**src/rtl/pwm_cmp_pkg.sv**
```systemverilog
package pwm_cmp_pkg;
  localparam int NUM_EVT_LINES = 2;

  // Direction filter: a match is allowed unless the current direction is blocked.
  function automatic logic dir_allowed(input logic down, input logic blk_up,
                                       input logic blk_dn);
    return down ? ~blk_dn : ~blk_up;
  endfunction
endpackage

```
**src/rtl/pwm_cmp_unit.sv**
```systemverilog
module pwm_cmp_unit #(
  parameter int CNT_W  = 16,
  parameter int DATA_W = 32
) (
  input  logic              clk,
  input  logic              rst,
  input  logic              cfg_we,
  input  logic [DATA_W-1:0] wdata,
  input  logic              cnt_tick,
  input  logic [CNT_W-1:0]  cnt_val,
  input  logic              cnt_down,
  output logic              hit,
  output logic [CNT_W+2:0]  cfg_o
);
  import pwm_cmp_pkg::*;

  logic [CNT_W-1:0] val_q;
  logic             en_q;
  logic             blk_up_q;
  logic             blk_dn_q;

  always_ff @(posedge clk) begin
    if (rst) begin
      val_q    <= '0;
      en_q     <= 1'b0;
      blk_up_q <= 1'b0;
      blk_dn_q <= 1'b0;
    end else if (cfg_we) begin
      val_q    <= wdata[CNT_W-1:0];
      en_q     <= wdata[CNT_W];
      blk_up_q <= wdata[CNT_W+1];
      blk_dn_q <= wdata[CNT_W+2];
    end
  end

  always_comb begin
    hit = cnt_tick & en_q & (cnt_val == val_q)
          & dir_allowed(cnt_down, blk_up_q, blk_dn_q);
  end

  assign cfg_o = {blk_dn_q, blk_up_q, en_q, val_q};
endmodule

```
**src/rtl/pwm_cmp_route.sv**
```systemverilog
module pwm_cmp_route #(
  parameter int NUM_CMP   = 8,
  parameter int NUM_LINES = 2
) (
  input  logic                 clk,
  input  logic                 rst,
  input  logic [NUM_CMP-1:0]   hit,
  input  logic [NUM_CMP-1:0]   mask [NUM_LINES],
  output logic [NUM_LINES-1:0] pulse_q
);
  for (genvar k = 0; k < NUM_LINES; k++) begin : g_line
    always_ff @(posedge clk) begin
      if (rst) pulse_q[k] <= 1'b0;
      else     pulse_q[k] <= |(hit & mask[k]);
    end
  end
endmodule

```
**src/rtl/pwm_cmp_status.sv**
```systemverilog
module pwm_cmp_status #(
  parameter int NUM_CMP = 8
) (
  input  logic               clk,
  input  logic               rst,
  input  logic [NUM_CMP-1:0] hit,
  input  logic               rd_clr,
  input  logic [NUM_CMP-1:0] ien,
  output logic [NUM_CMP-1:0] flags_q,
  output logic               irq_q
);
  logic [NUM_CMP-1:0] flags_d;

  always_comb begin
    flags_d = (rd_clr ? '0 : flags_q) | hit;
  end

  always_ff @(posedge clk) begin
    if (rst) begin
      flags_q <= '0;
      irq_q   <= 1'b0;
    end else begin
      flags_q <= flags_d;
      irq_q   <= |(flags_d & ien);
    end
  end
endmodule

```
**src/rtl/pwm_cmp_evt.sv**
```systemverilog
module pwm_cmp_evt #(
  parameter int NUM_CMP = 8,
  parameter int CNT_W   = 16,
  parameter int ADDR_W  = 4,
  parameter int DATA_W  = 32
) (
  input  logic                                clk,
  input  logic                                rst,
  input  logic                                cnt_tick,
  input  logic [CNT_W-1:0]                    cnt_val,
  input  logic                                cnt_down,
  input  logic                                reg_wr_en,
  input  logic                                reg_rd_en,
  input  logic [ADDR_W-1:0]                   reg_addr,
  input  logic [DATA_W-1:0]                   reg_wdata,
  output logic [DATA_W-1:0]                   reg_rdata,
  output logic [NUM_CMP-1:0]                  irq_flags,
  output logic                                irq,
  output logic [pwm_cmp_pkg::NUM_EVT_LINES-1:0] evt_pulse,
  output logic                                dma_req
);
  import pwm_cmp_pkg::*;

  localparam int IDX_W = (NUM_CMP > 1) ? $clog2(NUM_CMP) : 1;
  localparam int CFG_W = CNT_W + 3;
  localparam logic [ADDR_W-1:0] A_EVT0 = ADDR_W'(NUM_CMP);
  localparam logic [ADDR_W-1:0] A_DMA  = ADDR_W'(NUM_CMP + NUM_EVT_LINES);
  localparam logic [ADDR_W-1:0] A_STAT = ADDR_W'(NUM_CMP + NUM_EVT_LINES + 1);
  localparam logic [ADDR_W-1:0] A_IEN  = ADDR_W'(NUM_CMP + NUM_EVT_LINES + 2);
  localparam logic [ADDR_W-1:0] A_NCMP = ADDR_W'(NUM_CMP);

  logic [NUM_CMP-1:0] hit;
  logic [CFG_W-1:0]   cfg_rd [NUM_CMP];
  logic [NUM_CMP-1:0] evt_mask_q [NUM_EVT_LINES];
  logic [NUM_CMP-1:0] dma_mask_q [1];
  logic [NUM_CMP-1:0] ien_q;
  logic               stat_rd;
  logic [0:0]         dma_pulse;

  // Comparator bank
  for (genvar i = 0; i < NUM_CMP; i++) begin : g_cmp
    logic we_i;
    assign we_i = reg_wr_en && (reg_addr == ADDR_W'(i));
    pwm_cmp_unit #(.CNT_W(CNT_W), .DATA_W(DATA_W)) unit_i (
      .clk     (clk),
      .rst     (rst),
      .cfg_we  (we_i),
      .wdata   (reg_wdata),
      .cnt_tick(cnt_tick),
      .cnt_val (cnt_val),
      .cnt_down(cnt_down),
      .hit     (hit[i]),
      .cfg_o   (cfg_rd[i])
    );
  end

  // Mask and enable registers
  for (genvar k = 0; k < NUM_EVT_LINES; k++) begin : g_emask
    always_ff @(posedge clk) begin
      if (rst) evt_mask_q[k] <= '0;
      else if (reg_wr_en && reg_addr == A_EVT0 + ADDR_W'(k))
        evt_mask_q[k] <= reg_wdata[NUM_CMP-1:0];
    end
  end

  always_ff @(posedge clk) begin
    if (rst) begin
      dma_mask_q[0] <= '0;
      ien_q         <= '0;
    end else if (reg_wr_en) begin
      if (reg_addr == A_DMA) dma_mask_q[0] <= reg_wdata[NUM_CMP-1:0];
      if (reg_addr == A_IEN) ien_q         <= reg_wdata[NUM_CMP-1:0];
    end
  end

  // Event and DMA routing
  pwm_cmp_route #(.NUM_CMP(NUM_CMP), .NUM_LINES(NUM_EVT_LINES)) evt_route_i (
    .clk    (clk),
    .rst    (rst),
    .hit    (hit),
    .mask   (evt_mask_q),
    .pulse_q(evt_pulse)
  );

  pwm_cmp_route #(.NUM_CMP(NUM_CMP), .NUM_LINES(1)) dma_route_i (
    .clk    (clk),
    .rst    (rst),
    .hit    (hit),
    .mask   (dma_mask_q),
    .pulse_q(dma_pulse)
  );
  assign dma_req = dma_pulse[0];

  // Sticky status and interrupt
  assign stat_rd = reg_rd_en && (reg_addr == A_STAT);

  pwm_cmp_status #(.NUM_CMP(NUM_CMP)) status_i (
    .clk    (clk),
    .rst    (rst),
    .hit    (hit),
    .rd_clr (stat_rd),
    .ien    (ien_q),
    .flags_q(irq_flags),
    .irq_q  (irq)
  );

  // Registered read port
  always_ff @(posedge clk) begin
    if (rst) begin
      reg_rdata <= '0;
    end else if (reg_rd_en) begin
      reg_rdata <= '0;
      if (reg_addr < A_NCMP) begin
        reg_rdata <= DATA_W'(cfg_rd[reg_addr[IDX_W-1:0]]);
      end else begin
        for (int k = 0; k < NUM_EVT_LINES; k++)
          if (reg_addr == A_EVT0 + ADDR_W'(k)) reg_rdata <= DATA_W'(evt_mask_q[k]);
        if (reg_addr == A_DMA)  reg_rdata <= DATA_W'(dma_mask_q[0]);
        if (reg_addr == A_STAT) reg_rdata <= DATA_W'(irq_flags);
        if (reg_addr == A_IEN)  reg_rdata <= DATA_W'(ien_q);
      end
    end
  end
endmodule

```
**config.mk**
```make
export PLATFORM = sky130hd
export DESIGN_NAME = pwm_cmp_evt
export DESIGN_NICKNAME = d
export VERILOG_FILES = /design/src/rtl/pwm_cmp_pkg.sv /design/src/rtl/pwm_cmp_unit.sv /design/src/rtl/pwm_cmp_route.sv /design/src/rtl/pwm_cmp_status.sv /design/src/rtl/pwm_cmp_evt.sv
export SDC_FILE = /design/constraint.sdc
export NUM_CORES = 1
export LEC_CHECK = 0
export CORE_ASPECT_RATIO = 0.5
export CORE_MARGIN = 1
export CORE_UTILIZATION = 55
export DETAILED_ROUTE_END_ITERATION = 8
export DONT_BUFFER_PORTS = 1
export GPL_ROUTABILITY_DRIVEN = 0
export PLACE_DENSITY = 0.7
export SLEW_MARGIN = 15
export SYNTH_ARGS = -nofsm -noshare
export SYNTH_HDL_FRONTEND = slang
export SYNTH_HIERARCHICAL = 1
export SYNTH_SLANG_ARGS = --single-unit
export TNS_END_PERCENT = 1
```
**constraint.sdc**
```tcl
create_clock -name clk -period 6.46 [get_ports clk]
set_input_delay 0.969 -clock clk [delete_from_list [all_inputs] [get_ports clk]]
set_output_delay 0.969 -clock clk [all_outputs]
set_load 0.03 [all_outputs]
```
* After elaboration in Yosys (flattened, before gate mapping)
Cells that the tools add are included.
Cells by class: order comparisons 2, equality and inequality tests 20, mux-type cells 18, bitwise logic cells 46, reduce and logical (&&, ||, !) cells 18
Operators with widths (count):
- $mux 32 | 5
- $eq 16x16->1 | 8
- $bmux 19 s3 | 1
- $mux 19 | 2
- $and 8x8->8 | 4
- $reduce_or 8->1 | 4
- $and 1x1->1 | 24
- $eq 4x4->1 const B | 5
- $eq 4x3->1 const B | 4
- $mux 8 | 2
- $not 1->1 | 16
- $logic_and 1x1->1 | 11
- $eq 4x2->1 const B | 2
- $mux 1 | 8
- $or 8x8->8 | 1
- $eq 4x1->1 const B | 1
- $ge 4x4->1 const B | 1
- $logic_not 4->1 | 1
- $lt 4x4->1 const B | 1
- $not 3->4 | 1
- $reduce_and 2->1 | 2
Word-level totals: register bits after elaboration 228, input port bits 58, logic and storage cells 146

* Depth between registers and ports, before layout
depth after elaboration 7, gate-level depth with buffers 9, depth with buffers taken out 7

* Modules after synthesis
The synthesis kept the hierarchy.
By module, submodules not included:
- pwm_cmp_unit | instances 8, cells each 87, area each 883.3 sq um
- pwm_cmp_evt | instances 1, cells each 377, area each 3611.0 sq um
- pwm_cmp_status | instances 1, cells each 44, area each 352.8 sq um
- pwm_cmp_route at evt_route_i | instances 1, cells each 12, area each 117.6 sq um
- pwm_cmp_route at dma_route_i | instances 1, cells each 6, area each 58.8 sq um

* Least setup slack after synthesis
OpenSTA, ideal clock, no wires.
path type in2reg, start point input port reg_addr[3], end point register g_cmp[0].unit_i.val_q[0], arrival time 2578 ps, data required time 6332 ps, setup slack 3754 ps, stages 8, path buffers 4, cells stage by stage buf_2 -> buf_1 -> or3b_1 -> nor3_1 -> buf_2 -> buf_4 -> mux2i_1 -> nor2_1
On the way: word-level cells in the longest chain between the ends 2
RTL lines:
- start, declared | RTL line pwm_cmp_evt.sv:14 | input logic [ADDR_W-1:0] reg_addr,
- $logic_not 4->1 | RTL line pwm_cmp_evt.sv:43 | assign we_i = reg_wr_en && (reg_addr == ADDR_W'(i));
- $logic_and 1x1->1 | RTL line pwm_cmp_evt.sv:43
- via g_cmp[0].we_i | RTL line pwm_cmp_evt.sv:42 | logic we_i;
- end signal, assigned | RTL line pwm_cmp_unit.sv:29 | val_q <= wdata[CNT_W-1:0];
- end, declared | RTL line pwm_cmp_unit.sv:17 | logic [CNT_W-1:0] val_q;
The timed path passes the listed nets, and every way through them passes these cells. A chain may end at the register's enable or synchronous reset.

* Worst setup path after layout
start point input port cnt_down, end point register evt_route_i.pulse_q[1]
On the way: word-level cells in the longest chain between the ends 4, elaborated cells on any way between the ends 18
RTL lines:
- start, declared | RTL line pwm_cmp_evt.sv:11 | input logic cnt_down,
- $mux 1 | RTL line pwm_cmp_pkg.sv:7 | return down ? ~blk_dn : ~blk_up;
- $and 1x1->1 | RTL line pwm_cmp_unit.sv:38 | & dir_allowed(cnt_down, blk_up_q, blk_dn_q);
- via hit[4] | RTL line pwm_cmp_evt.sv:32 | logic [NUM_CMP-1:0] hit;
- $and 8x8->8 | RTL line pwm_cmp_route.sv:14 | else pulse_q[k] <= |(hit & mask[k]);
- $reduce_or 8->1 | RTL line pwm_cmp_route.sv:14
- end signal, assigned by index | RTL line pwm_cmp_route.sv:14
- end, declared | RTL line pwm_cmp_route.sv:9 | output logic [NUM_LINES-1:0] pulse_q
The timed path passes the listed nets, and every way through them passes these cells.

==> load_flow_metrics.sql <==
INSERT INTO impl_metrics (metric_group, metric, value, unit) VALUES
('setup_path', 'crit_path_start_kind', 'input pin', ''),
('sta', 'total_negative_slack', '0', 'ns'),
('placed_design', 'place.port_buffers', '0', ''),
('drt', 'drt-wirelength-per-cell', '23.0', 'µm'),
('sta', 'fin_hold_ws', '0.477', 'ns'),
('floorplan', 'die_outline_area', '21000', 'µm²'),
('cts', 'cts_repair_resize_count', '0', ''),
('final_layout', 'final-seq-area', '4300', 'µm²'),
('hold_path', 'min_to', 'ien_q[2]', ''),
('logic_synthesis', 'seq_area_frac_synth', '0.384', ''),
('hold_path', 'worstHoldPathType', 'flop to flop', ''),
('cts', 'max_root_sink_buffers', '3', ''),
('logic_synthesis', 'ys.warnings.count', '6', ''),
('cts', 'clk-insertion-delay-late', '0.51', 'ns'),
('drt', 'ant_nets', '0', ''),
('logic_synthesis', 'netlist-cell-type-count', '56', ''),
('drt', 'vias_per_cell', '6.14', ''),
('cts', 'ctsHoldBuffers', '0', ''),
('hold_path', 'hold_path_depth', '2', ''),
('floorplan', 'design.portCount', '102', ''),
('final_layout', 'combined_area_of_the_multi_input_logic_cells', '6290', 'µm²'),
('sta', 'finalWorstSetupSlack', '3.63', 'ns'),
('cts', 'cts_setup_buffers', '0', ''),
('cts', 'cts.sink_count', '215', ''),
('drt', 'first_iter_violations', '754', ''),
('flow_run', 'cap_violations', '0', ''),
('final_layout', 'finish.net_count', '1133', ''),
('sta', 'grt_setup_unrepaired', 'no', ''),
('final_layout', 'most_flop_heavy_register', 'g_cmp.unit_i/val_q', ''),
('floorplan', 'core_area', '19700', 'µm²'),
('final_layout', 'n_antenna_cell', '0', ''),
('pwr', 'p_leak', '3.75', 'nW'),
('drt', 'drt_pass1_iterations', '5', ''),
('final_layout', 'layout-drive-gt1-share', '0.101', ''),
('final_layout', 'top_regs', 'g_cmp.unit_i/val_q: 128 flops, reg_rdata: 19 flops, evt_mask_q: 16 flops', ''),
('logic_synthesis', 'yosys.area.top_type_share', '0.384', ''),
('logic_synthesis', 'yosys-top-cells-count', 'sky130_fd_sc_hd__dfxtp_1, sky130_fd_sc_hd__nor2_1, sky130_fd_sc_hd__mux2i_1, sky130_fd_sc_hd__xnor2_1, sky130_fd_sc_hd__buf_4', ''),
('setup_path', 'worst_path_max_delay_cell', 'sky130_fd_sc_hd__nor4_2', ''),
('setup_path', 'timing_worst_setup_path_type', 'input pin to flop', ''),
('sta', 'final_critical_path_time_including_i_o_delays_and_setup', '2.83', 'ns'),
('setup_path', 'critPathMaxStageDelay', '0.80', 'ns'),
('run_status', 'status', 'finished clean', ''),
('setup_path', 'r2r_slack', '3.77', 'ns'),
('sta', 'achievable-frequency', '354', 'MHz'),
('cts', 'cts_tree', 'done', ''),
('cts', 'root_buffer', 'sky130_fd_sc_hd__clkbuf_16', ''),
('global_routing', 'grt_first_pass_wirelength', '46600', 'µm'),
('setup_path', 'crit_path_cell_trace', 'mux2_4 -> nor4_1 -> nand4_1 -> nor4_2 -> a22oi_1 -> a41oi_1', ''),
('sta', 'finalSetupViolations', '0', ''),
('placed_design', 'pre_cts_slack', '3.27', 'ns'),
('floorplan', 'dieWidth', '204', 'µm'),
('global_routing', 'initial_antenna_violation_count', '0', ''),
('setup_path', 'worst_r2r_endpoint', 'evt_route_i/pulse_q[1]', ''),
('placed_design', 'dpl-instance-area', '11000', 'µm²'),
('final_layout', 'design_area', '11700', 'µm²'),
('logic_synthesis', 'synth_area_per_cell', '9.87', 'µm²'),
('logic_synthesis', 'postSynth.asyncResetShare', '0', ''),
('setup_path', 'timing.reg2reg.worst_path_depth', '6', ''),
('setup_path', 'critPathCaptureType', 'flop', ''),
('floorplan', 'site_rows', '36', ''),
('logic_synthesis', 'synth_cells', '1135', ''),
('cts', 'cts.clk_slew.worst_paths', '0.07', 'ns'),
('floorplan', 'height_of_the_chip', '103', 'µm'),
('setup_path', 'critical_path_arrival', '3.22', 'ns'),
('final_layout', 'flip_flop_count_of_the_largest_register_after_layout', '128', ''),
('logic_synthesis', 'most_common_flop_cell_mapped_by_yosys', 'sky130_fd_sc_hd__dfxtp_1', ''),
('global_routing', 'overflow', '0', ''),
('final_layout', 'filler_cell_count', '1691', ''),
('placed_design', 'post-dp-hpwl', '21000', 'µm'),
('logic_synthesis', 'synth.top_cells.by_area', 'sky130_fd_sc_hd__dfxtp_1, sky130_fd_sc_hd__mux2i_1, sky130_fd_sc_hd__xnor2_1', ''),
('logic_synthesis', 'post_synth_design_cell_area', '11200', 'µm²');
[placed cells by master, fill, tap and decap left out, drive strengths merged, types with 6 or more instances in the layout]
cell type  instances
a21oi             32
a22oi             16
buf                8
clkbuf            29
clkinv             6
conb              13
dfxtp            215
inv                6
mux2              13
mux2i            190
mux4              31
nand2             51
nand3             13
nand4             34
nor2             191
nor2b             11
nor4              16
o21ai             36
xnor2            104
xor2              24
[metrics by stage]
| stage | power (W) | util | std cells |
|---|---|---|---|
| after global routing | 0.00278 | 0.591 | 1354 |
| after global placement | 0.00155 | 0.558 | 1319 |
| after CTS | 0.00270 | 0.591 | 1354 |
| final | 0.00270 | 0.591 | 1354 |
| after detailed placement | 0.00155 | 0.558 | 1319 |
| after floorplan | 0.00157 | - | 1147 |
[worst max-delay path: cells and delay by family]
kind	cells	cell delay, ns
mux	1	0.29
compound gates	2	0.58
simple gates	3	1.38
[power breakdown]
part / switching (W) / internal, W / total (W) / leakage (nW)
Sequential: 0.0000202 / 0.00134 / 0.00136 / 1.74
Combinational: 0.0000776 / 0.0000809 / 0.000159 / 1.69
Clock: 0.000522 / 0.000652 / 0.00117 / 0.322
[cell families after synthesis]
logic type                synth area share
and+or+nand+nor                      0.142
muxes                                0.249
buffers and inverters               0.0612
xor gates and xnor gates             0.100
other                             0.000335
AOI/OAI and AO/OA                   0.0633
DFF                                  0.384
[worst max-delay path by stage]
stage                            from                  endpoint  slack, ns
after global routing         cnt_down    evt_route_i/pulse_q[1]       3.60
after CTS                    cnt_down    evt_route_i/pulse_q[1]       3.78
after floorplan           reg_addr[3]  g_cmp[0].unit_i/val_q[0]       3.75
after global placement       cnt_down    evt_route_i/pulse_q[1]       3.24
final                        cnt_down    evt_route_i/pulse_q[1]       3.63
after detailed placement     cnt_down    evt_route_i/pulse_q[1]       3.27
[per-layer routing]
metal | track usage | share of wire | up-vias | wire length [µm]
li1 | - | - | 3819 | -
met5 | 0 | 0 | - | 0
met2 | 0.461 | 0.44 | 341 | 13800
met1 | 0.397 | 0.44 | 4094 | 13600
met4 | 0.0873 | 0.026 | 0 | 815
met3 | 0.0812 | 0.093 | 60 | 2910
[area by class of cell]
class	count	area share
well taps	266	0.0285
inverters	7	0.00225
multi-input cells	823	0.539
clock buffers	29	0.0518
flip-flops and latches	215	0.369
clock inverters	6	0.00376
repair buffers	8	0.00515
Power figures use the tool's default switching activity.
